File: config.mk
export PLATFORM = sky130hd
export DESIGN_NAME = pdm_mode_ctrl_top
export DESIGN_NICKNAME = d
export VERILOG_FILES = /design/src/rtl/pdm_pkg.sv /design/src/rtl/pdm_ctrl.sv /design/src/rtl/pdm_datapath.sv /design/src/rtl/pdm_mode_ctrl_top.sv
export SDC_FILE = /design/constraint.sdc
export NUM_CORES = 1
export LEC_CHECK = 0
export BUFFER_PORTS_ARGS = -buffer_cell sky130_fd_sc_hd__buf_4
export CELL_PAD_IN_SITES_DETAIL_PLACEMENT = 1
export CELL_PAD_IN_SITES_GLOBAL_PLACEMENT = 1
export CORE_MARGIN = 8
export CORE_UTILIZATION = 35
export CTS_CLUSTER_DIAMETER = 60
export DETAILED_ROUTE_END_ITERATION = 12
export PLACE_DENSITY_LB_ADDON = 0.1
export SKIP_LAST_GASP = 1
export SYNTH_ARGS = -nofsm -noshare
export SYNTH_HDL_FRONTEND = slang
export SYNTH_SLANG_ARGS = --single-unit
File: constraint.sdc
create_clock -name clk -period 2.42 [get_ports clk]
set_input_delay 0.121 -clock clk [delete_from_list [all_inputs] [get_ports clk]]
set_output_delay 0.121 -clock clk [all_outputs]
set_load 0.01 [all_outputs]
File: src/rtl/pdm_pkg.sv
package pdm_pkg;

  typedef enum logic [2:0] {
    MODE_HIGH   = 3'd0,
    MODE_MED    = 3'd1,
    MODE_SUB    = 3'd2,
    MODE_SLEEP  = 3'd3,
    MODE_SUBSLP = 3'd4,
    MODE_STBY   = 3'd5,
    MODE_WATCH  = 3'd6,
    MODE_BAD    = 3'd7
  } pdmMode_e;

  localparam int CTRL_BITS = 4;

  typedef struct packed {
    logic mediumSel;
    logic directSel;
    logic standbySel;
    logic lowSpeedOn;
  } pdmCtrl_t;

  typedef struct packed {
    logic     loadMode;
    pdmMode_e nextMode;
    logic     saveOrigin;
    logic     originMed;
    logic     setWait;
    logic     clrWait;
  } pdmStrobe_t;

endpackage

File: src/rtl/pdm_ctrl.sv
module pdm_ctrl
  import pdm_pkg::*;
(
  input  pdmMode_e   mode,
  input  pdmCtrl_t   ctrl,
  input  logic       waitOsc,
  input  logic       origMed,
  input  logic       sleepStrobe,
  input  logic       wakeStrobe,
  input  logic       oscReady,
  output pdmStrobe_t strb
);

  logic     isFast;
  logic     cpuRun;
  logic     isStopped;
  logic     mainOff;
  logic     sleepLegal;
  pdmMode_e sleepTgt;
  pdmMode_e wakeTgt;
  logic [1:0] sel;

  assign sel       = {ctrl.standbySel, ctrl.directSel};
  assign isFast    = (mode == MODE_HIGH) || (mode == MODE_MED);
  assign cpuRun    = (isFast && !waitOsc) || (mode == MODE_SUB);
  assign isStopped = (mode == MODE_SLEEP) || (mode == MODE_SUBSLP) ||
                     (mode == MODE_STBY)  || (mode == MODE_WATCH);
  assign mainOff   = (mode == MODE_SUB) || (mode == MODE_STBY) || (mode == MODE_WATCH);

  // legal sleep targets per running mode and flag
  always_comb begin
    sleepTgt   = mode;
    sleepLegal = 1'b0;
    case (mode)
      MODE_HIGH, MODE_MED: begin
        if (!ctrl.lowSpeedOn) begin
          case (sel)
            2'b00:   begin sleepTgt = MODE_SLEEP; sleepLegal = 1'b1; end
            2'b10:   begin sleepTgt = MODE_STBY;  sleepLegal = 1'b1; end
            2'b01:   begin sleepTgt = MODE_WATCH; sleepLegal = 1'b1; end
            default: sleepLegal = 1'b0;
          endcase
        end else if (mode == MODE_HIGH) begin
          sleepLegal = 1'b1;
          case (sel)
            2'b00:   sleepTgt = MODE_SLEEP;
            2'b10:   sleepTgt = MODE_STBY;
            2'b01:   sleepTgt = MODE_SUB;
            default: sleepTgt = MODE_WATCH;
          endcase
        end
      end
      MODE_SUB: begin
        if (sel == 2'b10) begin
          sleepTgt = MODE_WATCH; sleepLegal = 1'b1;
        end else if (!ctrl.lowSpeedOn && sel == 2'b01) begin
          sleepTgt = MODE_HIGH; sleepLegal = 1'b1;
        end else if (ctrl.lowSpeedOn && sel == 2'b00) begin
          sleepTgt = MODE_SUBSLP; sleepLegal = 1'b1;
        end
      end
      default: sleepLegal = 1'b0;
    endcase
  end

  // return targets for stopped modes
  always_comb begin
    case (mode)
      MODE_SUBSLP: wakeTgt = MODE_SUB;
      MODE_WATCH:  wakeTgt = ctrl.lowSpeedOn ? MODE_SUB : MODE_HIGH;
      default:     wakeTgt = origMed ? MODE_MED : MODE_HIGH;
    endcase
  end

  always_comb begin
    strb = '0;
    strb.nextMode = mode;
    if (mode == MODE_BAD) begin
      strb.loadMode = 1'b1;
      strb.nextMode = MODE_HIGH;
    end else if (sleepStrobe && cpuRun && sleepLegal) begin
      strb.loadMode = 1'b1;
      strb.nextMode = sleepTgt;
    end else if (wakeStrobe && isStopped) begin
      strb.loadMode = 1'b1;
      strb.nextMode = wakeTgt;
    end else if (cpuRun && mode == MODE_HIGH && ctrl.mediumSel) begin
      strb.loadMode = 1'b1;
      strb.nextMode = MODE_MED;
    end else if (cpuRun && mode == MODE_MED && !ctrl.mediumSel) begin
      strb.loadMode = 1'b1;
      strb.nextMode = MODE_HIGH;
    end
    strb.saveOrigin = strb.loadMode && isFast &&
                      (strb.nextMode == MODE_SLEEP || strb.nextMode == MODE_STBY);
    strb.originMed  = (mode == MODE_MED);
    strb.setWait    = strb.loadMode && mainOff &&
                      (strb.nextMode == MODE_HIGH || strb.nextMode == MODE_MED);
    strb.clrWait    = waitOsc && oscReady;
  end

endmodule

File: src/rtl/pdm_datapath.sv
module pdm_datapath
  import pdm_pkg::*;
#(
  parameter int DATA_W = 8
) (
  input  logic              clk,
  input  logic              rstN,
  input  logic              regWrEn,
  input  logic [DATA_W-1:0] regWrData,
  input  pdmStrobe_t        strb,
  output pdmMode_e          mode,
  output pdmCtrl_t          ctrl,
  output logic              waitOsc,
  output logic              origMed,
  output logic [DATA_W-1:0] ctrlRd,
  output logic              mainClkEn,
  output logic              cpuClkEn
);

  pdmMode_e modeReg;
  pdmCtrl_t ctrlReg;
  logic     waitReg;
  logic     origReg;

  always_ff @(posedge clk) begin
    if (!rstN) begin
      ctrlReg <= '0;
    end else if (regWrEn) begin
      ctrlReg <= pdmCtrl_t'(regWrData[CTRL_BITS-1:0]);
    end
  end

  always_ff @(posedge clk) begin
    if (!rstN) begin
      modeReg <= MODE_HIGH;
      origReg <= 1'b0;
      waitReg <= 1'b0;
    end else begin
      if (strb.loadMode) modeReg <= strb.nextMode;
      if (strb.saveOrigin) origReg <= strb.originMed;
      if (strb.setWait) waitReg <= 1'b1;
      else if (strb.clrWait) waitReg <= 1'b0;
    end
  end

  always_comb begin
    ctrlRd = '0;
    ctrlRd[CTRL_BITS-1:0] = ctrlReg;
  end

  assign mode      = modeReg;
  assign ctrl      = ctrlReg;
  assign waitOsc   = waitReg;
  assign origMed   = origReg;
  assign mainClkEn = (modeReg == MODE_HIGH) || (modeReg == MODE_MED) ||
                     (modeReg == MODE_SLEEP);
  assign cpuClkEn  = (((modeReg == MODE_HIGH) || (modeReg == MODE_MED)) && !waitReg) ||
                     (modeReg == MODE_SUB);

endmodule

File: src/rtl/pdm_mode_ctrl_top.sv
module pdm_mode_ctrl_top
  import pdm_pkg::*;
#(
  parameter int DATA_W = 8
) (
  input  logic              clk,
  input  logic              rstN,
  input  logic              regWrEn,
  input  logic [DATA_W-1:0] regWrData,
  output logic [DATA_W-1:0] ctrlRd,
  input  logic              sleepStrobe,
  input  logic              wakeStrobe,
  input  logic              oscReady,
  output logic [2:0]        modeCode,
  output logic              mainClkEn,
  output logic              cpuClkEn
);

  pdmStrobe_t strb;
  pdmMode_e   mode;
  pdmCtrl_t   ctrl;
  logic       waitOsc;
  logic       origMed;

  pdm_ctrl u_ctrl (
    .mode        (mode),
    .ctrl        (ctrl),
    .waitOsc     (waitOsc),
    .origMed     (origMed),
    .sleepStrobe (sleepStrobe),
    .wakeStrobe  (wakeStrobe),
    .oscReady    (oscReady),
    .strb        (strb)
  );

  pdm_datapath #(.DATA_W(DATA_W)) u_dp (
    .clk       (clk),
    .rstN      (rstN),
    .regWrEn   (regWrEn),
    .regWrData (regWrData),
    .strb      (strb),
    .mode      (mode),
    .ctrl      (ctrl),
    .waitOsc   (waitOsc),
    .origMed   (origMed),
    .ctrlRd    (ctrlRd),
    .mainClkEn (mainClkEn),
    .cpuClkEn  (cpuClkEn)
  );

  assign modeCode = mode;

endmodule

==> results_dict.tcl, run 1 <==
set metrics [dict create \
    async_flop_share_pct 0 \
    dp_worst_setup_slack_ns 0.230 \
    final_cell_mix "buf_4 (25), dfxtp_1 (9), nor2b_1 (6), mux2i_1 (6)" \
    clkTransAtPathRegs_ns 0.06 \
    fp.dieW_um 64.3 \
    synth_top_family_by_area "compound AO/OA/AOI/OAI gates" \
    dp.final_hpwl_um 1730 \
    rows 17 \
    worst_hold_slack_ns 0.114 \
    h-tree-depth 1 \
    cts_sinks 9 \
    slowest_stage "or4_1" \
    syn_area_um2 816 \
    synth_compound_area_share_pct 25.8 \
    cp.required_ns 2.63 \
    status "completed" \
    die_h_um 64.3 \
    layout_commonest_cell "buf_4" \
    synth_xor_area_share_pct 2.15 \
    synth_top_area_share_pct 22.1 \
    yosysSeqAreaShare_pct 22.1 \
    slew_viol_final 0 \
    yosys_warnings 0 \
    post_cts_buffers 0 \
    ys_ff_latch 9 \
    period_share_pct 90.4 \
    arrival_ns 2.40 \
    drive_gt1_share_pct 28.6 \
    start_kind "flop" \
    drt_iter0_drc 22 \
    yosys.area_share.simple_pct 24.1 \
    worstHoldPathType "in2reg" \
    grt.overflow.total 0 \
    yosys.area.top_type "dfxtp_1" \
    instances_no_fill 147 \
    clock-root-buffer "clkbuf_4" \
    area_growth_pct 23.9 \
    cts_made_buffers 3 \
    ys.flop_type "dfxtp_1" \
    worst_path_largest_cell_delay_ns 0.48 \
    viasPerCell 5.31 \
    synth_mux_area_share_pct 7.36 \
    setup_viol 0 \
    min_path_cells 3 \
    min_period_ns 2.19 \
    pwr_density_cell_nw_per_um2 899 \
    min_from "regWrData[2]" \
    crit_chain "inv_1 > ha_1 > or4_1 > a31o_1 > or3b_1 > a21o_1 > a21boi_2" \
    r2r-end "u_dp.waitOsc$_SDFFE_PN0P_" \
    finalWorstSetupSlack_ns 0.232 \
    nets 139 \
    setup_tns_ns 0 \
    synthCells 98 \
    first_pass_iters 4 \
    critPathKind "reg2reg" \
    die_area_um2 4130 \
    r2r_setup_slack_ns 0.23 \
    grt_setup_unrepaired "false" \
    crit_start "u_dp.ctrl[2]$_SDFFE_PN0P_" \
    ant_nets 0 \
    synth_edf_count 0 \
    r2r_start "u_dp.ctrl[2]$_SDFFE_PN0P_" \
    routed_wl_um 2210 \
    grt_max_degree 14 \
    gp_congestion 0.813 \
    p_leak_nw 0.444 \
    num_vias 780 \
    crit_path_end "u_dp.waitOsc$_SDFFE_PN0P_" \
    dp_cells 143 \
    fmax_mhz 457 \
    clock_latency_ns 0.27 \
    grt_pass1_wl_um 3660 \
    drc_errors 0 \
    grt.total_usage_pct 10.9 \
    ys_top_cells_by_area "dfxtp_1 (22%), ha_1 (7.7%), mux2i_1 (7.4%), nor2b_1 (4.6%), buf_4 (3.7%)" \
    vdd_drop_max_v 0.000460 \
    ctsResizeCount 0 \
    cp_max_fo 5 \
    start_util_pct 36.9 \
    synth_adder_area_share_pct 7.67 \
    r2r_cells 7 \
    maxCapViolCount 0 \
    cts_tree "done" \
    synth_area_per_cell_um2 8.32 \
    hold_viol 0 \
    clk_path_buf_depth 2 \
    antenna_found_initial 0 \
    cts.hold.buffers_added 0 \
    critical_path.endpoint_type "flop" \
    skew_ns 0.00181 \
    avgRoutedWirePerCell_um 15.0 \
    insertedDiodeCount 0 \
    io_buffers 18 \
    core_area_um2 2210 \
    grt_pass1_vias 759 \
    io_pins 27 \
    synth.distinct_cells 45 \
]
[cells in the mapped netlist, types with 2 or more instances]
cell,instances
nand2b_1,2
clkbuf_1,3
xnor2_1,2
nand2_1,2
o21ai_0,4
and2_1,2
or3b_1,2
nand3_1,2
nand3b_1,3
ha_1,5
a211oi_1,3
dfxtp_1,9
buf_2,2
a21oi_1,4
mux2i_1,6
buf_4,4
a21o_1,2
nor2b_1,6
inv_1,5
nor2_1,5
[area by class of cell]
cell class	count	area, um^2
flip-flops and latches	9	180
well taps	28	35.0
repair buffers	25	188
multi-input cells	76	562
clock inverters	1	5.00
inverters	5	18.8
clock buffers	3	22.5
fillers	302	1200
[state kept, by name, indices dropped and copies added (netlist names)]
signal        flops
u_dp.ctrl         4
u_dp.mode         3
u_dp.origMed      1
u_dp.waitOsc      1
[worst min-delay path by stage]
stage | end | slack [ns]
floorplan | u_dp.mode[1]$_SDFFE_PN0P_ | 0.24
detailed placement | u_dp.ctrl[1]$_SDFFE_PN0P_ | 0.39
finish | u_dp.ctrl[2]$_SDFFE_PN0P_ | 0.11
global placement | u_dp.ctrl[0]$_SDFFE_PN0P_ | 0.37
CTS | u_dp.ctrl[1]$_SDFFE_PN0P_ | 0.11
global route | u_dp.ctrl[1]$_SDFFE_PN0P_ | 0.13
[through the flow]
stage               area [um^2]  utilization (%)  power, W
finish                     1010             45.7  0.000909
global route               1010             45.7  0.000993
CTS                        1010             45.7  0.000921
detailed placement          983             44.5  0.000796
global placement            983             44.5  0.000787
floorplan                   827                -  0.000589
[critical path, delay by kind of cell, from the launching register on]
| family | cells | cell delay (ns) |
|---|---|---|
| AO/OA/AOI/OAI | 3 | 0.55 |
| flip-flops | 1 | 0.40 |
| adder cells (fa/ha/maj) | 1 | 0.24 |
| buffers and inverters | 1 | 0.10 |
| AND/OR/NAND/NOR | 2 | 0.85 |
[cells by family (layout without fill, tap and decap cells)]
family                   count (synthesis)  after routing
buffers and inverters                   16             34
multiplexers                             6              6
flip-flops                               9              9
XOR/XNOR                                 2              2
adder cells (fa/ha/maj)                  5              5
AND/OR/NAND/NOR                         32             32
other                                    1              4
AO/OA/AOI/OAI                           27             27
[power breakdown]
| part | total [W] | internal [W] | switching (W) |
|---|---|---|---|
| clock network | 0.000120 | 0.0000613 | 0.0000585 |
| logic | 0.000537 | 0.000277 | 0.000260 |
| registers | 0.000253 | 0.000177 | 0.0000755 |
[metal layers]
layer	vias to the layer above	part of all wire, %	global-route usage (%)
met1	370	47	14.1
met2	20	47	16.1
met5	-	0	0
met4	0	0.41	2.45
met3	2	5.5	4.70
li1	388	-	-
(Power assumes the default switching activity.)
==> run 2, diff against run 1 <==
BUFFER_PORTS_ARGS = not set   (was -buffer_cell sky130_fd_sc_hd__buf_4)
CORE_UTILIZATION = 43   (was 35)
DONT_BUFFER_PORTS = 1   (was not set)
SETUP_SLACK_MARGIN = 0.15   (was not set)
==> run 2 against run 1 <==
Compared with the run above:
- global-route usage rose by 2.1 points
- cell count shrank 14%
- design area down 10%
- count of clock-buffer cells in the layout rose by 1
- critical path type unchanged
- largest cell class unchanged
- largest power group unchanged
- highest routed layer unchanged
==> results_dict.tcl, run 2 (synthesized netlist as in run 1, its figures left out) <==
set metrics [dict create \
    status "completed" \
    die_area_um2 3550 \
    num_vias 737 \
    cts_tree "done" \
    die_h_um 59.6 \
    grt_max_degree 18 \
    maxCapViolCount 0 \
    r2r_setup_slack_ns 0.28 \
    grt_util_met3_pct 3.69 \
    routed_wl_um 2240 \
    met1_usage_pct 14.7 \
    worstHoldPathType "in2reg" \
    start_kind "flop" \
    grt.total_usage_pct 13.0 \
    clk_path_buf_depth 2 \
    setup_viol 0 \
    skew_ns 0.000657 \
    grt_setup_unrepaired "false" \
    cp_max_fo 6 \
    vdd_drop_max_v 0.000459 \
    grt.overflow.total 0 \
    crit_family "simple AND/OR/NAND/NOR gates" \
    r2r-end "u_dp.waitOsc$_SDFFE_PN0P_" \
    largest_reg_flops 4 \
    insertedDiodeCount 0 \
    critical_path.endpoint_type "flop" \
    fillers 239 \
    io_buffers 0 \
    fp.dieW_um 59.6 \
    slowest_stage "or4_1" \
    final_cell_mix "buf_4 (7), nor2b_1 (6), mux2i_1 (6), dfxtp_1 (6), nor2_1 (5)" \
    ant_nets 0 \
    gp_congestion 0.764 \
    cts_made_buffers 3 \
    crit_start "u_dp.ctrl[1]$_SDFFE_PN0P_" \
    cp.depth 8 \
    period_share_pct 88.3 \
    cts_sinks 9 \
    h-tree-depth 1 \
    drive_gt1_share_pct 21.6 \
    start_util_pct 46.2 \
    dp.final_hpwl_um 1590 \
    power_w 0.000858 \
    pwr_density_cell_nw_per_um2 947 \
    crit_chain "inv_2 > ha_1 > mux2i_1 > or4_1 > a31o_1 > or3b_1 > a21o_1 > a21boi_2" \
    rows 15 \
    p_leak_nw 0.358 \
    grt_pass1_vias 755 \
    clock_latency_ns 0.26 \
    crit_path_end "u_dp.waitOsc$_SDFFE_PN0P_" \
    crit_buf_inv 1 \
    slew_viol_final 0 \
    clock-root-buffer "clkbuf_4" \
    setup_tns_ns 0 \
    busiest_layer "met2" \
    hold_viol 0 \
    cp.required_ns 2.62 \
    critPathKind "reg2reg" \
    antenna_found_initial 0 \
    arrival_ns 2.34 \
    first_pass_iters 4 \
    grt_pass1_wl_um 3530 \
    layout_commonest_cell "buf_4" \
    drc_errors 0 \
    nets 122 \
    grt_use_met2_pct 21.7 \
    core_area_um2 1760 \
    avgRoutedWirePerCell_um 17.6 \
    io_pins 27 \
    worst_path_largest_cell_delay_ns 0.41 \
    min_period_ns 2.14 \
    area_growth_pct 11.0 \
    r2r_start "u_dp.ctrl[1]$_SDFFE_PN0P_" \
    r2r_cells 8 \
    drt_iter0_drc 13 \
    viasPerCell 5.80 \
    clkTransAtPathRegs_ns 0.06 \
    fmax_mhz 468 \
]
==> run 2: cell type report <==
cell class	instances	area [um^2]	area share, %
clock buffer	4	26.3	2.90
inverter	5	18.8	2.07
multi-input combinational	76	583	64.4
sequential	9	184	20.3
tap	25	31.3	3.45
timing repair buffer	8	62.6	6.91
==> run 2: worst reg2reg max path: stages, from the launching register on <==
cell,delay (ns)
dfxtp_2,0.37
inv_2,0.10
ha_1,0.17
mux2i_1,0.10
or4_1,0.41
a31o_1,0.25
or3b_1,0.39
a21o_1,0.19
a21boi_2,0.10
==> run 2: per-layer routing <==
layer	up-vias	wire (um)
met5	-	0
met4	0	35
met3	4	94
met2	17	1160
met1	361	946
li1	355	-
==> run 2: worst min-delay path by stage <==
stage	cells past startpoint	slack [ns]	startpoint	endpoint
2_1_floorplan	1	0.24	rstN	u_dp.mode[1]$_SDFFE_PN0P_
3_3_place_gp	1	0.25	rstN	u_dp.mode[0]$_SDFFE_PN0P_
3_5_place_dp	1	0.25	rstN	u_dp.mode[0]$_SDFFE_PN0P_
4_1_cts	1	0.003	rstN	u_dp.waitOsc$_SDFFE_PN0P_
5_1_grt	1	0.009	rstN	u_dp.origMed$_SDFFE_PN0P_
6_report	1	0.007	rstN	u_dp.waitOsc$_SDFFE_PN0P_
==> run 2: metrics by stage <==
step / hold slack (ns) / utilization, % / cells / setup WS [ns] / instance area [um^2]
floorplan: 0.238 / - / 101 / 0.316 / 827
global placement: 0.253 / 47.9 / 122 / 0.221 / 845
detailed placement: 0.253 / 47.9 / 122 / 0.188 / 845
CTS: 0.00321 / 49.9 / 127 / 0.174 / 881
global route: 0.00917 / 51.3 / 127 / 0.151 / 906
finish: 0.00744 / 51.3 / 127 / 0.283 / 906
==> run 2: what timing repair did <==
item / in CTS / in global routing
hold endpoints to repair: 7 / 0
resized for setup: 0 / 8
buffers inserted: 0 / 0
hold buffers: 1 / 0
setup endpoints to repair: 0 / 3
==> run 2: power breakdown <==
part / switching (W) / internal (W)
logic: 0.000286 / 0.000227
registers: 0.0000494 / 0.000178
clock network: 0.0000531 / 0.0000636
total: 0.000389 / 0.000469
